**src/rtl/mcyc_pkg.sv**
```systemverilog
package mcyc_pkg;
  localparam int OP_W    = 6;
  localparam int FN_W    = 6;
  localparam int ALUOP_W = 3;
  localparam int BSEL_W  = 2;
  localparam int PCSRC_W = 2;

  localparam logic [OP_W-1:0] OPC_RTYPE = 6'h00;
  localparam logic [OP_W-1:0] OPC_LOAD  = 6'h23;
  localparam logic [OP_W-1:0] OPC_STORE = 6'h2B;
  localparam logic [OP_W-1:0] OPC_BEQ   = 6'h04;
  localparam logic [OP_W-1:0] OPC_JUMP  = 6'h02;

  localparam logic [FN_W-1:0] FN_ADD = 6'h20;
  localparam logic [FN_W-1:0] FN_SUB = 6'h22;
  localparam logic [FN_W-1:0] FN_AND = 6'h24;
  localparam logic [FN_W-1:0] FN_OR  = 6'h25;
  localparam logic [FN_W-1:0] FN_SLT = 6'h2A;

  localparam logic [ALUOP_W-1:0] ALU_AND = 3'b000;
  localparam logic [ALUOP_W-1:0] ALU_OR  = 3'b001;
  localparam logic [ALUOP_W-1:0] ALU_ADD = 3'b010;
  localparam logic [ALUOP_W-1:0] ALU_SUB = 3'b110;
  localparam logic [ALUOP_W-1:0] ALU_SLT = 3'b111;

  localparam logic [BSEL_W-1:0] BSEL_REG    = 2'd0;
  localparam logic [BSEL_W-1:0] BSEL_FOUR   = 2'd1;
  localparam logic [BSEL_W-1:0] BSEL_IMM    = 2'd2;
  localparam logic [BSEL_W-1:0] BSEL_IMM_SH = 2'd3;

  localparam logic [PCSRC_W-1:0] PCSRC_ALU = 2'd0;
  localparam logic [PCSRC_W-1:0] PCSRC_TGT = 2'd1;
  localparam logic [PCSRC_W-1:0] PCSRC_JMP = 2'd2;

  typedef enum logic [3:0] {
    ST_FETCH, ST_DECODE, ST_ADDR, ST_MEMRD, ST_MEMWR,
    ST_WBMEM, ST_EXEC, ST_WBALU, ST_CMP, ST_JUMP
  } state_t;

  typedef enum logic [2:0] {
    IC_RTYPE, IC_LOAD, IC_STORE, IC_BEQ, IC_JUMP, IC_ILLEGAL
  } iclass_t;
endpackage

```
**src/rtl/mcyc_opdec.sv**
```systemverilog
module mcyc_opdec
  import mcyc_pkg::*;
(
  input  logic [OP_W-1:0] opcode,
  output iclass_t         cls
);
  always_comb begin
    case (opcode)
      OPC_RTYPE: cls = IC_RTYPE;
      OPC_LOAD:  cls = IC_LOAD;
      OPC_STORE: cls = IC_STORE;
      OPC_BEQ:   cls = IC_BEQ;
      OPC_JUMP:  cls = IC_JUMP;
      default:   cls = IC_ILLEGAL;
    endcase
  end
endmodule

```
**src/rtl/mcyc_aluctl.sv**
```systemverilog
module mcyc_aluctl
  import mcyc_pkg::*;
(
  input  logic [FN_W-1:0]    funct,
  output logic [ALUOP_W-1:0] fn_op
);
  always_comb begin
    case (funct)
      FN_ADD:  fn_op = ALU_ADD;
      FN_SUB:  fn_op = ALU_SUB;
      FN_AND:  fn_op = ALU_AND;
      FN_OR:   fn_op = ALU_OR;
      FN_SLT:  fn_op = ALU_SLT;
      default: fn_op = ALU_ADD;
    endcase
  end
endmodule

```
**src/rtl/mcyc_seq.sv**
```systemverilog
module mcyc_seq
  import mcyc_pkg::*;
(
  input  logic    clk,
  input  logic    rst_n,
  input  iclass_t cls,
  output state_t  state
);
  state_t nxt;

  always_comb begin
    nxt = ST_FETCH;
    case (state)
      ST_FETCH:  nxt = ST_DECODE;
      ST_DECODE: begin
        case (cls)
          IC_LOAD, IC_STORE: nxt = ST_ADDR;
          IC_RTYPE:          nxt = ST_EXEC;
          IC_BEQ:            nxt = ST_CMP;
          IC_JUMP:           nxt = ST_JUMP;
          default:           nxt = ST_FETCH;
        endcase
      end
      ST_ADDR:   nxt = (cls == IC_LOAD) ? ST_MEMRD : ST_MEMWR;
      ST_MEMRD:  nxt = ST_WBMEM;
      ST_EXEC:   nxt = ST_WBALU;
      default:   nxt = ST_FETCH;
    endcase
  end

  always_ff @(posedge clk or negedge rst_n) begin
    if (!rst_n) state <= ST_FETCH;
    else        state <= nxt;
  end

  // decode always follows fetch
  p_decode_after_fetch_r2: assert property (@(posedge clk) disable iff (!rst_n)
    state == ST_FETCH |=> state == ST_DECODE);
  // a read is always followed by its write-back, then fetch
  p_read_then_wb_r3: assert property (@(posedge clk) disable iff (!rst_n)
    state == ST_MEMRD |=> state == ST_WBMEM);
  p_wb_then_fetch_r3: assert property (@(posedge clk) disable iff (!rst_n)
    state == ST_WBMEM |=> state == ST_FETCH);
  // the compare cycle ends the branch
  p_cmp_then_fetch_r7: assert property (@(posedge clk) disable iff (!rst_n)
    state == ST_CMP |=> state == ST_FETCH);
  // an illegal opcode returns to fetch from decode
  p_illegal_to_fetch_r10: assert property (@(posedge clk) disable iff (!rst_n)
    (state == ST_DECODE && cls == IC_ILLEGAL) |=> state == ST_FETCH);
endmodule

```
**src/rtl/mcyc_strobes.sv**
```systemverilog
module mcyc_strobes
  import mcyc_pkg::*;
(
  input  logic               clk,
  input  logic               rst_n,
  input  state_t             state,
  input  logic               alu_zero,
  input  logic [ALUOP_W-1:0] fn_op,
  output logic               mem_addr_alu,
  output logic               mem_rd,
  output logic               mem_wr,
  output logic               ir_we,
  output logic               pc_we,
  output logic [PCSRC_W-1:0] pc_src,
  output logic               tgt_we,
  output logic               rf_we,
  output logic               rf_dst_rd,
  output logic               rf_src_mem,
  output logic               alu_a_reg,
  output logic [BSEL_W-1:0]  alu_b_sel,
  output logic [ALUOP_W-1:0] alu_op
);
  always_comb begin
    mem_addr_alu = 1'b0;
    mem_rd       = 1'b0;
    mem_wr       = 1'b0;
    ir_we        = 1'b0;
    pc_we        = 1'b0;
    pc_src       = PCSRC_ALU;
    tgt_we       = 1'b0;
    rf_we        = 1'b0;
    rf_dst_rd    = 1'b0;
    rf_src_mem   = 1'b0;
    alu_a_reg    = 1'b0;
    alu_b_sel    = BSEL_REG;
    alu_op       = ALU_ADD;
    case (state)
      ST_FETCH: begin
        mem_rd    = 1'b1;
        ir_we     = 1'b1;
        pc_we     = 1'b1;
        alu_b_sel = BSEL_FOUR;
      end
      ST_DECODE: begin
        tgt_we    = 1'b1;
        alu_b_sel = BSEL_IMM_SH;
      end
      ST_ADDR: begin
        alu_a_reg = 1'b1;
        alu_b_sel = BSEL_IMM;
      end
      ST_MEMRD: begin
        mem_addr_alu = 1'b1;
        mem_rd       = 1'b1;
      end
      ST_MEMWR: begin
        mem_addr_alu = 1'b1;
        mem_wr       = 1'b1;
      end
      ST_WBMEM: begin
        rf_we      = 1'b1;
        rf_src_mem = 1'b1;
      end
      ST_EXEC: begin
        alu_a_reg = 1'b1;
        alu_op    = fn_op;
      end
      ST_WBALU: begin
        rf_we     = 1'b1;
        rf_dst_rd = 1'b1;
      end
      ST_CMP: begin
        alu_a_reg = 1'b1;
        alu_op    = ALU_SUB;
        if (alu_zero) begin
          pc_we  = 1'b1;
          pc_src = PCSRC_TGT;
        end
      end
      ST_JUMP: begin
        pc_we  = 1'b1;
        pc_src = PCSRC_JMP;
      end
      default: ;
    endcase
  end

  // write strobes never overlap, read and write never overlap
  p_one_write_r11: assert property (@(posedge clk) disable iff (!rst_n)
    $onehot0({mem_wr, rf_we, tgt_we, ir_we}));
  p_no_rd_wr_r11: assert property (@(posedge clk) disable iff (!rst_n)
    !(mem_rd && mem_wr));
  // the PC takes the target register only on equality
  p_tgt_needs_zero_r7: assert property (@(posedge clk) disable iff (!rst_n)
    (pc_we && pc_src == PCSRC_TGT) |-> alu_zero);
  // a memory write always uses the ALU address
  p_wr_uses_alu_addr_r4: assert property (@(posedge clk) disable iff (!rst_n)
    mem_wr |-> mem_addr_alu);
  // the target register loads the cycle after the instruction register
  p_tgt_after_ir_r2: assert property (@(posedge clk) disable iff (!rst_n)
    ir_we |=> tgt_we);
endmodule

```
**src/rtl/mcyc_ctrl.sv**
```systemverilog
module mcyc_ctrl
  import mcyc_pkg::*;
(
  input  logic        clk,
  input  logic        rst_n,
  input  logic [5:0]  opcode,
  input  logic [5:0]  funct,
  input  logic        alu_zero,
  output logic        mem_addr_alu,
  output logic        mem_rd,
  output logic        mem_wr,
  output logic        ir_we,
  output logic        pc_we,
  output logic [1:0]  pc_src,
  output logic        tgt_we,
  output logic        rf_we,
  output logic        rf_dst_rd,
  output logic        rf_src_mem,
  output logic        alu_a_reg,
  output logic [1:0]  alu_b_sel,
  output logic [2:0]  alu_op
);
  iclass_t            cls;
  state_t             state;
  logic [ALUOP_W-1:0] fn_op;

  mcyc_opdec u_opdec (.opcode(opcode), .cls(cls));
  mcyc_aluctl u_aluctl (.funct(funct), .fn_op(fn_op));
  mcyc_seq u_seq (.clk(clk), .rst_n(rst_n), .cls(cls), .state(state));
  mcyc_strobes u_strobes (
    .clk(clk), .rst_n(rst_n), .state(state), .alu_zero(alu_zero), .fn_op(fn_op),
    .mem_addr_alu(mem_addr_alu), .mem_rd(mem_rd), .mem_wr(mem_wr), .ir_we(ir_we),
    .pc_we(pc_we), .pc_src(pc_src), .tgt_we(tgt_we), .rf_we(rf_we),
    .rf_dst_rd(rf_dst_rd), .rf_src_mem(rf_src_mem), .alu_a_reg(alu_a_reg),
    .alu_b_sel(alu_b_sel), .alu_op(alu_op)
  );
endmodule

```
**config.mk**
```make
export PLATFORM = sky130hd
export DESIGN_NAME = mcyc_ctrl
export DESIGN_NICKNAME = d
export VERILOG_FILES = /design/src/rtl/mcyc_pkg.sv /design/src/rtl/mcyc_opdec.sv /design/src/rtl/mcyc_aluctl.sv /design/src/rtl/mcyc_seq.sv /design/src/rtl/mcyc_strobes.sv /design/src/rtl/mcyc_ctrl.sv
export SDC_FILE = /design/constraint.sdc
export NUM_CORES = 1
export LEC_CHECK = 0
export BUFFER_PORTS_ARGS = -buffer_cell sky130_fd_sc_hd__buf_2
export CAP_MARGIN = 20
export CORE_MARGIN = 5
export CORE_UTILIZATION = 38
export DETAILED_ROUTE_END_ITERATION = 8
export HOLD_SLACK_MARGIN = 0.15
export PLACE_DENSITY = 0.72
export SLEW_MARGIN = 20
export SYNTH_ARGS = -nofsm -noshare
export SYNTH_HDL_FRONTEND = slang
export SYNTH_SLANG_ARGS = --single-unit
```
**constraint.sdc**
```tcl
create_clock -name clk -period 1.7 [get_ports clk]
set_input_delay 0.34 -clock clk [delete_from_list [all_inputs] [get_ports clk]]
set_output_delay 0.34 -clock clk [all_outputs]
set_load 0.005 [all_outputs]
```
==> results_tabular.tex, run 1 <==
\begin{tabular}{lr}
\hline
Metric & Value \\
\hline
\multicolumn{2}{l}{\textbf{Run status}} \\
\quad Outcome & finished with violations \\
\quad Violations in the final reports & negative setup slack \\
\multicolumn{2}{l}{\textbf{Die}} \\
\quad Core area & 0.00135 mm² \\
\quad Site row count & 13 \\
\quad Overall die area & 0.00233 mm² \\
\quad Die Wd & 48.3 µm \\
\quad Number of placed I/O pins & 32 \\
\quad Y dimension of the die & 48.3 µm \\
\quad Initial standard-cell utilization of the core & 41.3\% \\
\multicolumn{2}{l}{\textbf{STA}} \\
\quad Final critical-path required period & 1910 ps \\
\quad Aggregate negative setup slack & -341 ps \\
\quad Clock skew after layout & 6.00 ps \\
\quad Actual slew at the worst max-slew pin & 547 ps \\
\quad RSZ-0062 raised after global routing & yes \\
\quad Total count of max-transition violations in the final report & 0 \\
\quad Worst slew slack as a fraction of its limit & 63.2\% \\
\quad Endpoints failing hold & 0 \\
\quad Endpoints failing setup & 3 \\
\quad Final WS setup & -213 ps \\
\quad Max Clk Rate & 523 MHz \\
\quad Final cycle utilization of the critical path & 113\% \\
\multicolumn{2}{l}{\textbf{Layout}} \\
\quad Share of post-route cells with drive strength above 1 & 54.8\% \\
\quad Antenna diode count & 0 \\
\quad Leading cell types in the layout, fill and taps excluded & sky130\_fd\_sc\_hd\_\_buf\_2, sky130\_fd\_sc\_hd\_\_nor2\_1, sky130\_fd\_sc\_hd\_\_buf\_4, sky130\_fd\_sc\_hd\_\_nor3\_1, sky130\_fd\_sc\_hd\_\_dfrtp\_1 \\
\quad Number of flip-flops in the largest register & 4 \\
\quad Leading registers by flop count & u\_seq.state: 4 flops \\
\quad FF/Latch Area & 100 µm² \\
\quad Filler cell count & 122 \\
\quad Post-route standard cell area excluding fillers & 857 µm² \\
\quad Footprint of the multi-input gates & 469 µm² \\
\quad Finished Core Util & 63.5\% \\
\quad Area delta synth->final & 53.6\% \\
\quad Final net count & 121 \\
\quad Register with the most flip-flops & u\_seq.state \\
\quad Most common cell after layout, fill and taps aside & sky130\_fd\_sc\_hd\_\_buf\_2 \\
\quad Number of standard cells in the layout, taps in and fillers out & 119 \\
\multicolumn{2}{l}{\textbf{Power}} \\
\quad Internal & 0.000397 W \\
\quad Switching fraction of total power & 37.2\% \\
\quad Max VDD drop & 0.000567 V \\
\quad Power per standard cell area & 738 mW/mm² \\
\quad Static leakage & 0.415 nW \\
\quad Part of the power in combinational logic & 62.7\% \\
\quad NetSw & 0.000235 W \\
\quad Clk network pwr share & 18.6\% \\
\quad Sequential share of power & 18.7\% \\
\multicolumn{2}{l}{\textbf{Routing}} \\
\quad Number of DRC markers after the initial detailed-route iteration & 8 \\
\quad First-pass detailed-route iteration total & 4 \\
\quad Final routed DRC violation total & 0 \\
\quad Via count normalized by instance count & 5.46 \\
\quad DRT antenna net count & 0 \\
\quad Routed wirelength normalized by instance count & 13.9 µm \\
\quad Total number of vias & 650 \\
\quad Total wire length after detailed routing & 1650 µm \\
\multicolumn{2}{l}{\textbf{Yosys}} \\
\quad Summed instance area of the synthesized netlist & 558 µm² \\
\quad Combinational family with the most area after synthesis & simple AND/OR/NAND/NOR gates \\
\quad Seq/Total Area, Yosys & 17.9\% \\
\quad Fraction of synthesized cell area in xor and xnor cells & 1.57\% \\
\quad Fraction of the mapped netlist area in adder cells & 0\% \\
\quad Number of warnings reported in the yosys synthesis log & 0 \\
\quad Unique cell type count in the Yosys netlist & 37 \\
\quad Cell count after synthesis & 68 \\
\quad Seq cells post-synth & 4 \\
\quad Syn Area/Cell & 8.21 µm² \\
\quad Synth Area in Compound Gates & 16.8\% \\
\quad Net count after synthesis & 83 \\
\quad Library cell with the largest summed area after synthesis & sky130\_fd\_sc\_hd\_\_dfrtp\_1 \\
\quad Biggest area contributors in the synthesized netlist & sky130\_fd\_sc\_hd\_\_dfrtp\_1, sky130\_fd\_sc\_hd\_\_and4b\_1, sky130\_fd\_sc\_hd\_\_nor2\_1 \\
\quad Mux contribution to synthesized area & 0\% \\
\quad Synth top area share & 17.9\% \\
\quad Area share of and/or/nand/nor cells after synthesis & 55.8\% \\
\multicolumn{2}{l}{\textbf{Worst setup path}} \\
\quad CP required & 1360 ps \\
\quad Maximum fanout along the worst path & 3 \\
\quad Launching element type of the critical path & flip-flop \\
\quad Arrival @ worst endpoint & 1570 ps \\
\quad Kind of capture point of the worst setup path & output port \\
\quad Category of the critical setup timing path & flip-flop to output port \\
\multicolumn{2}{l}{\textbf{Worst hold path}} \\
\quad Hold Crit Class & input pin to flip-flop \\
\multicolumn{2}{l}{\textbf{Placed design}} \\
\quad Routability congestion estimate from global placement & 0.793 \\
\quad Placed cell areas & 726 µm² \\
\quad Placement-stage worst setup slack & 23.3 ps \\
\quad Number of cells in the design after placement & 111 \\
\quad Sum of net half-perimeters after detailed placement & 1190 µm \\
\quad Buffers on Ports & 31 \\
\multicolumn{2}{l}{\textbf{Global route}} \\
\quad Vias in the first global route & 610 \\
\quad Overflow after GRT & 0 \\
\quad Tot GR Track Use & 13.5\% \\
\quad Wire length of the first global-routing pass & 2550 µm \\
\quad Pin count of the biggest net entering global routing & 18 \\
\quad Initial antenna violation count & 0 \\
\multicolumn{2}{l}{\textbf{Clock tree}} \\
\quad Sinks on Clock Net & 4 \\
\quad H-Tree Depth & 1 \\
\quad CTS clk-pin slew, worst paths & 40 ps \\
\quad Clk Latency, worst-skew pair & 240 ps \\
\quad Number of clock buffers inserted by TritonCTS & 3 \\
\quad Maximum buffer depth of the clock tree & 2 \\
\quad Master cell of the clock root buffer & sky130\_fd\_sc\_hd\_\_clkbuf\_4 \\
\quad CTS tree & done \\
\multicolumn{2}{l}{\textbf{Run}} \\
\quad Number of maximum-capacitance constraint violations & 0 \\
\hline
\end{tabular}
[cell families (layout without fill, tap and decap cells)]
logic type	count (synthesis)	after routing
compound gates	12	12
xor+xnor	1	1
buf+inv	9	45
flops	4	4
simple gates	42	42
[synth_stat cells]
| library cell | count |
|---|---|
| sky130_fd_sc_hd__nor3b_1 | 3 |
| sky130_fd_sc_hd__a2111oi_0 | 1 |
| sky130_fd_sc_hd__and2b_4 | 1 |
| sky130_fd_sc_hd__a211o_1 | 1 |
| sky130_fd_sc_hd__or2_0 | 1 |
| sky130_fd_sc_hd__and2_1 | 1 |
| sky130_fd_sc_hd__and4b_1 | 3 |
| sky130_fd_sc_hd__dfrtp_1 | 4 |
| sky130_fd_sc_hd__inv_2 | 1 |
| sky130_fd_sc_hd__nand3b_1 | 1 |
| sky130_fd_sc_hd__or4b_1 | 1 |
| sky130_fd_sc_hd__xnor2_1 | 1 |
| sky130_fd_sc_hd__nor2b_1 | 3 |
| sky130_fd_sc_hd__o32ai_1 | 2 |
| sky130_fd_sc_hd__nor2_1 | 8 |
| sky130_fd_sc_hd__nand4bb_4 | 1 |
| sky130_fd_sc_hd__inv_1 | 1 |
| sky130_fd_sc_hd__nand3_1 | 2 |
| sky130_fd_sc_hd__nor4b_1 | 1 |
| sky130_fd_sc_hd__nor4b_4 | 1 |
| sky130_fd_sc_hd__and3_1 | 1 |
| sky130_fd_sc_hd__nor4_1 | 2 |
| sky130_fd_sc_hd__buf_6 | 1 |
| sky130_fd_sc_hd__a211oi_1 | 1 |
| sky130_fd_sc_hd__nand2b_1 | 4 |
| sky130_fd_sc_hd__nor3_1 | 4 |
| sky130_fd_sc_hd__o2111a_1 | 1 |
| sky130_fd_sc_hd__o2bb2ai_1 | 1 |
| sky130_fd_sc_hd__nand2_1 | 1 |
| sky130_fd_sc_hd__or3b_2 | 1 |
| sky130_fd_sc_hd__a31oi_1 | 1 |
| sky130_fd_sc_hd__clkbuf_1 | 4 |
| sky130_fd_sc_hd__a21oi_1 | 3 |
| sky130_fd_sc_hd__buf_2 | 2 |
| sky130_fd_sc_hd__nand2b_4 | 1 |
| sky130_fd_sc_hd__a32o_1 | 1 |
| sky130_fd_sc_hd__nor4bb_1 | 1 |
[layout make-up]
class                      count  share of cell area, %
multi-input combinational     55                   54.7
timing repair buffer          40                   27.9
sequential                     4                   11.7
clock buffer                   3                   2.63
tap                           15                   2.19
inverter                       2                  0.876
[worst max-delay path: stages (launching register included)]
cell and delay (ps):
sky130_fd_sc_hd__dfrtp_1 360, sky130_fd_sc_hd__and2b_4 260, sky130_fd_sc_hd__nand4bb_4 110, sky130_fd_sc_hd__or4b_1 460, sky130_fd_sc_hd__buf_2 140
[what timing repair did]
item,in CTS,in global routing
gates cloned,0,1
resized for setup,4,11
endpoints found under the hold margin,4,0
pin swaps,2,2
setup buffers,1,2
endpoints found under the setup margin,6,10
hold buffers,1,0
[final timing paths]
path / end / start / slack [ps] / depth (start not counted)
min reg2reg: u_seq.state[1] / u_seq.state[0] / 590 / 2
min in group asynchronous: u_seq.state[2] / rst_n / 440 / 2
max: alu_op[1] / u_seq.state[3] / -210 / 4
max reg2reg: u_seq.state[0] / u_seq.state[1] / 270 / 4
max in group asynchronous: u_seq.state[1] / rst_n / 1130 / 2
min: u_seq.state[3] / opcode[5] / 420 / 3
[power by group through the flow]
stage / Combinational (W) / Clock, W / Sequential, W
after floorplan: 0.000244 / 0 / 0.000119
after CTS: 0.000368 / 0.000124 / 0.000118
after global routing: 0.000432 / 0.000128 / 0.000119
after detailed placement: 0.000355 / 0 / 0.000119
after global placement: 0.000349 / 0 / 0.000118
final: 0.000396 / 0.000118 / 0.000118
[metrics by stage]
stage,hold WS (ps),power [W]
2_1_floorplan,44.4,0.000363
3_3_place_gp,152,0.000467
3_5_place_dp,152,0.000474
4_1_cts,420,0.000610
5_1_grt,446,0.000680
6_report,424,0.000632
[metal layers]
layer / wire length, µm / share of wire (%) / track usage (%)
met5: 0 / 0 / 0
met4: 26 / 1.6 / 8.29
met3: 140 / 8.5 / 4.28
met2: 790 / 48 / 23.0
met1: 692 / 42 / 14.0
(Power assumes the default switching activity.)
==> run 2: changes to the inputs <==
REMOVE_ABC_BUFFERS = 1   (was unset)
==> run 2 against run 1 <==
The flow still finishes with violations (negative setup slack); register-to-register slack got worse by 50 ps; cell count increased by 5.9%; largest cell class unchanged; clock power about the same; sequential power about the same; critical path type unchanged; largest power group unchanged; hold slack got worse by 21 ps; flip-flop and latch count unchanged; non-clock buffer count increased by 7.
==> results_tabular.tex, run 2 (synthesis gave the netlist of run 1 again) <==
\begin{tabular}{lr}
\hline
Metric & Value \\
\hline
\multicolumn{2}{l}{\textbf{Worst setup path}} \\
\quad Launching point of the worst reg2reg path & u\_seq.state[3] (was u\_seq.state[1]) \\
\quad Largest stage delay on the critical path & 480 ps (was 460 ps) \\
\quad Arrival @ worst endpoint & 1620 ps (was 1570 ps) \\
\quad Critical-path cell list & and2b\_4 -> nand4bb\_4 -> or4b\_1 -> buf\_2 (unchanged) \\
\quad Kind of capture point of the worst setup path & output port (unchanged) \\
\quad FF-to-FF setup slack & 220 ps (was 270 ps) \\
\quad Endpoint of the worst-slack reg-to-reg timing path & u\_seq.state[0] (unchanged) \\
\quad Category of the critical setup timing path & flip-flop to output port (unchanged) \\
\quad Launching element type of the critical path & flip-flop (unchanged) \\
\quad Maximum fanout along the worst path & 3 (unchanged) \\
\quad Crit-path leading delay family & simple AND/OR/NAND/NOR gates (unchanged) \\
\quad Buffers \& Inverters on Critical Path & 1 (unchanged) \\
\quad Slowest-stage cell, CP & sky130\_fd\_sc\_hd\_\_or4b\_1 (unchanged) \\
\quad Number of cells on the worst reg-to-reg path & 6 (was 4) \\
\quad CP required & 1360 ps (about the same) \\
\multicolumn{2}{l}{\textbf{STA}} \\
\quad Final cycle utilization of the critical path & 116\% (was 113\%) \\
\quad Aggregate negative setup slack & -404 ps (was -341 ps) \\
\quad Actual slew at the worst max-slew pin & 564 ps (was 547 ps) \\
\quad Endpoints failing hold & 0 (unchanged) \\
\quad Final critical-path required period & 1960 ps (was 1910 ps) \\
\quad Final WS setup & -265 ps (was -213 ps) \\
\quad RSZ-0062 raised after global routing & yes (unchanged) \\
\quad Worst slew slack as a fraction of its limit & 62.1\% (was 63.2\%) \\
\quad Clock skew after layout & 4.13 ps (was 6.00 ps) \\
\quad Max Clk Rate & 509 MHz (was 523 MHz) \\
\quad Endpoints failing setup & 4 (was 3) \\
\quad Total count of max-transition violations in the final report & 0 (unchanged) \\
\multicolumn{2}{l}{\textbf{Placed design}} \\
\quad Buffers on Ports & 31 (unchanged) \\
\quad Routability congestion estimate from global placement & 0.766 (was 0.793) \\
\quad Placement-stage worst setup slack & -6.79 ps (was 23.3 ps) \\
\quad Placed cell areas & 726 µm² (unchanged) \\
\quad Sum of net half-perimeters after detailed placement & 1140 µm (was 1190 µm) \\
\multicolumn{2}{l}{\textbf{Worst hold path}} \\
\quad Hold wc startpoint & opcode[5] (unchanged) \\
\quad Hold Crit Class & input pin to flip-flop (unchanged) \\
\quad Worst Hold End & u\_seq.state[3] (unchanged) \\
\quad Number of cells on the worst hold path & 3 (unchanged) \\
\multicolumn{2}{l}{\textbf{Die}} \\
\quad Die Wd & 48.3 µm (unchanged) \\
\quad Site row count & 13 (unchanged) \\
\quad Core area & 0.00135 mm² (unchanged) \\
\quad Initial standard-cell utilization of the core & 41.3\% (unchanged) \\
\quad Overall die area & 0.00233 mm² (unchanged) \\
\quad Number of placed I/O pins & 32 (unchanged) \\
\quad Y dimension of the die & 48.3 µm (unchanged) \\
\multicolumn{2}{l}{\textbf{Layout}} \\
\quad Area delta synth->final & 61.0\% (was 53.6\%) \\
\quad Share of post-route cells with drive strength above 1 & 55.9\% (was 54.8\%) \\
\quad Footprint of the multi-input gates & 452 µm² (was 469 µm²) \\
\quad Antenna diode count & 0 (unchanged) \\
\quad Leading cell types in the layout, fill and taps excluded & sky130\_fd\_sc\_hd\_\_buf\_2, sky130\_fd\_sc\_hd\_\_buf\_4, sky130\_fd\_sc\_hd\_\_nor2\_1, sky130\_fd\_sc\_hd\_\_nor3\_1, sky130\_fd\_sc\_hd\_\_dfrtp\_1 (was sky130\_fd\_sc\_hd\_\_buf\_2, sky130\_fd\_sc\_hd\_\_nor2\_1, sky130\_fd\_sc\_hd\_\_buf\_4, sky130\_fd\_sc\_hd\_\_nor3\_1, sky130\_fd\_sc\_hd\_\_dfrtp\_1) \\
\quad Filler cell count & 116 (was 122) \\
\quad FF/Latch Area & 100 µm² (unchanged) \\
\quad Leading registers by flop count & u\_seq.state: 4 flops (unchanged) \\
\quad Final net count & 128 (was 121) \\
\quad Post-route standard cell area excluding fillers & 898 µm² (was 857 µm²) \\
\quad Number of flip-flops in the largest register & 4 (unchanged) \\
\quad Register with the most flip-flops & u\_seq.state (unchanged) \\
\quad Most common cell after layout, fill and taps aside & sky130\_fd\_sc\_hd\_\_buf\_2 (unchanged) \\
\multicolumn{2}{l}{\textbf{Global route}} \\
\quad Initial antenna violation count & 0 (unchanged) \\
\quad Tot GR Track Use & 13.2\% (was 13.5\%) \\
\quad Overflow after GRT & 0 (unchanged) \\
\quad Vias in the first global route & 581 (was 610) \\
\quad Pin count of the biggest net entering global routing & 18 (unchanged) \\
\quad Wire length of the first global-routing pass & 2530 µm (was 2550 µm) \\
\multicolumn{2}{l}{\textbf{Clock tree}} \\
\quad Number of clock buffers inserted by TritonCTS & 3 (unchanged) \\
\quad CTS tree & done (unchanged) \\
\quad Sinks on Clock Net & 4 (unchanged) \\
\quad CTS clk-pin slew, worst paths & 40 ps (about the same) \\
\quad Clk Latency, worst-skew pair & 240 ps (about the same) \\
\quad Maximum buffer depth of the clock tree & 2 (unchanged) \\
\quad H-Tree Depth & 1 (unchanged) \\
\quad Master cell of the clock root buffer & sky130\_fd\_sc\_hd\_\_clkbuf\_4 (unchanged) \\
\multicolumn{2}{l}{\textbf{Routing}} \\
\quad DRT antenna net count & 0 (unchanged) \\
\quad Number of DRC markers after the initial detailed-route iteration & 4 (was 8) \\
\quad Final routed DRC violation total & 0 (unchanged) \\
\quad Total number of vias & 675 (was 650) \\
\quad Via count normalized by instance count & 5.36 (was 5.46) \\
\quad Total wire length after detailed routing & 1680 µm (was 1650 µm) \\
\quad Routed wirelength normalized by instance count & 13.3 µm (was 13.9 µm) \\
\quad First-pass detailed-route iteration total & 4 (unchanged) \\
\multicolumn{2}{l}{\textbf{Power}} \\
\quad Max VDD drop & 0.000484 V (was 0.000567 V) \\
\quad Overall power & 0.000642 W (was 0.000632 W) \\
\quad Power per standard cell area & 714 mW/mm² (was 738 mW/mm²) \\
\quad Static leakage & 0.445 nW (was 0.415 nW) \\
\multicolumn{2}{l}{\textbf{Run status}} \\
\quad Violations in the final reports & negative setup slack (unchanged) \\
\quad Outcome & finished with violations (unchanged) \\
\multicolumn{2}{l}{\textbf{Run}} \\
\quad Number of maximum-capacitance constraint violations & 0 (unchanged) \\
\hline
\end{tabular}
-- run 2: cell type report --
type	count	share of cell area, %
Multi-Input combinational cell	55	50.3
Sequential cell	4	11.1
Tap cell	15	2.09
Clock buffer	3	2.51
Timing Repair Buffer	47	33.1
Inverter	2	0.836
-- run 2: worst max-delay path by stage --
stage | to | startpoint | cells past startpoint
after floorplan | alu_op[1] | u_seq.state[1] | 3
after global placement | alu_op[1] | u_seq.state[3] | 4
after detailed placement | alu_op[1] | u_seq.state[3] | 4
after CTS | alu_op[1] | u_seq.state[3] | 4
after global routing | alu_op[1] | u_seq.state[3] | 4
final | alu_op[1] | u_seq.state[3] | 4
-- run 2: worst min-delay path: cells and delay by family --
family                 cells  cell delay [ps]
AO/OA/AOI/OAI              1              120
buffers and inverters      1               90
AND/OR/NAND/NOR            1               40
-- run 2: power by group --
group	internal, W	switching, W
sequential	0.000110	0.00000873
combinational	0.000221	0.000183
clock	0.0000790	0.0000395
-- run 2: layer usage --
layer	global-route usage (%)	up-vias	routed length [µm]
li1	-	347	-
met1	14.6	298	694
met2	21.7	26	814
met3	5.50	4	144
met4	5.53	0	24
met5	0	-	0
-- run 2: what timing repair did --
item                                    4_1_cts  5_1_grt
pin swaps                                     2        2
endpoints found under the setup margin        6        9
hold buffers                                  1        0
setup buffers                                 1       10
hold endpoints to repair                      4        0
gates resized for setup                       5       10
-- run 2: metrics by stage --
stage / hold WS [ps] / cells / util, %
after global routing: 409 / 126 / 66.5
final: 403 / 126 / 66.5
after CTS: 396 / 116 / 58.3
after floorplan: 44.4 / 61 / -
after detailed placement: 148 / 111 / 53.8
after global placement: 149 / 111 / 53.8
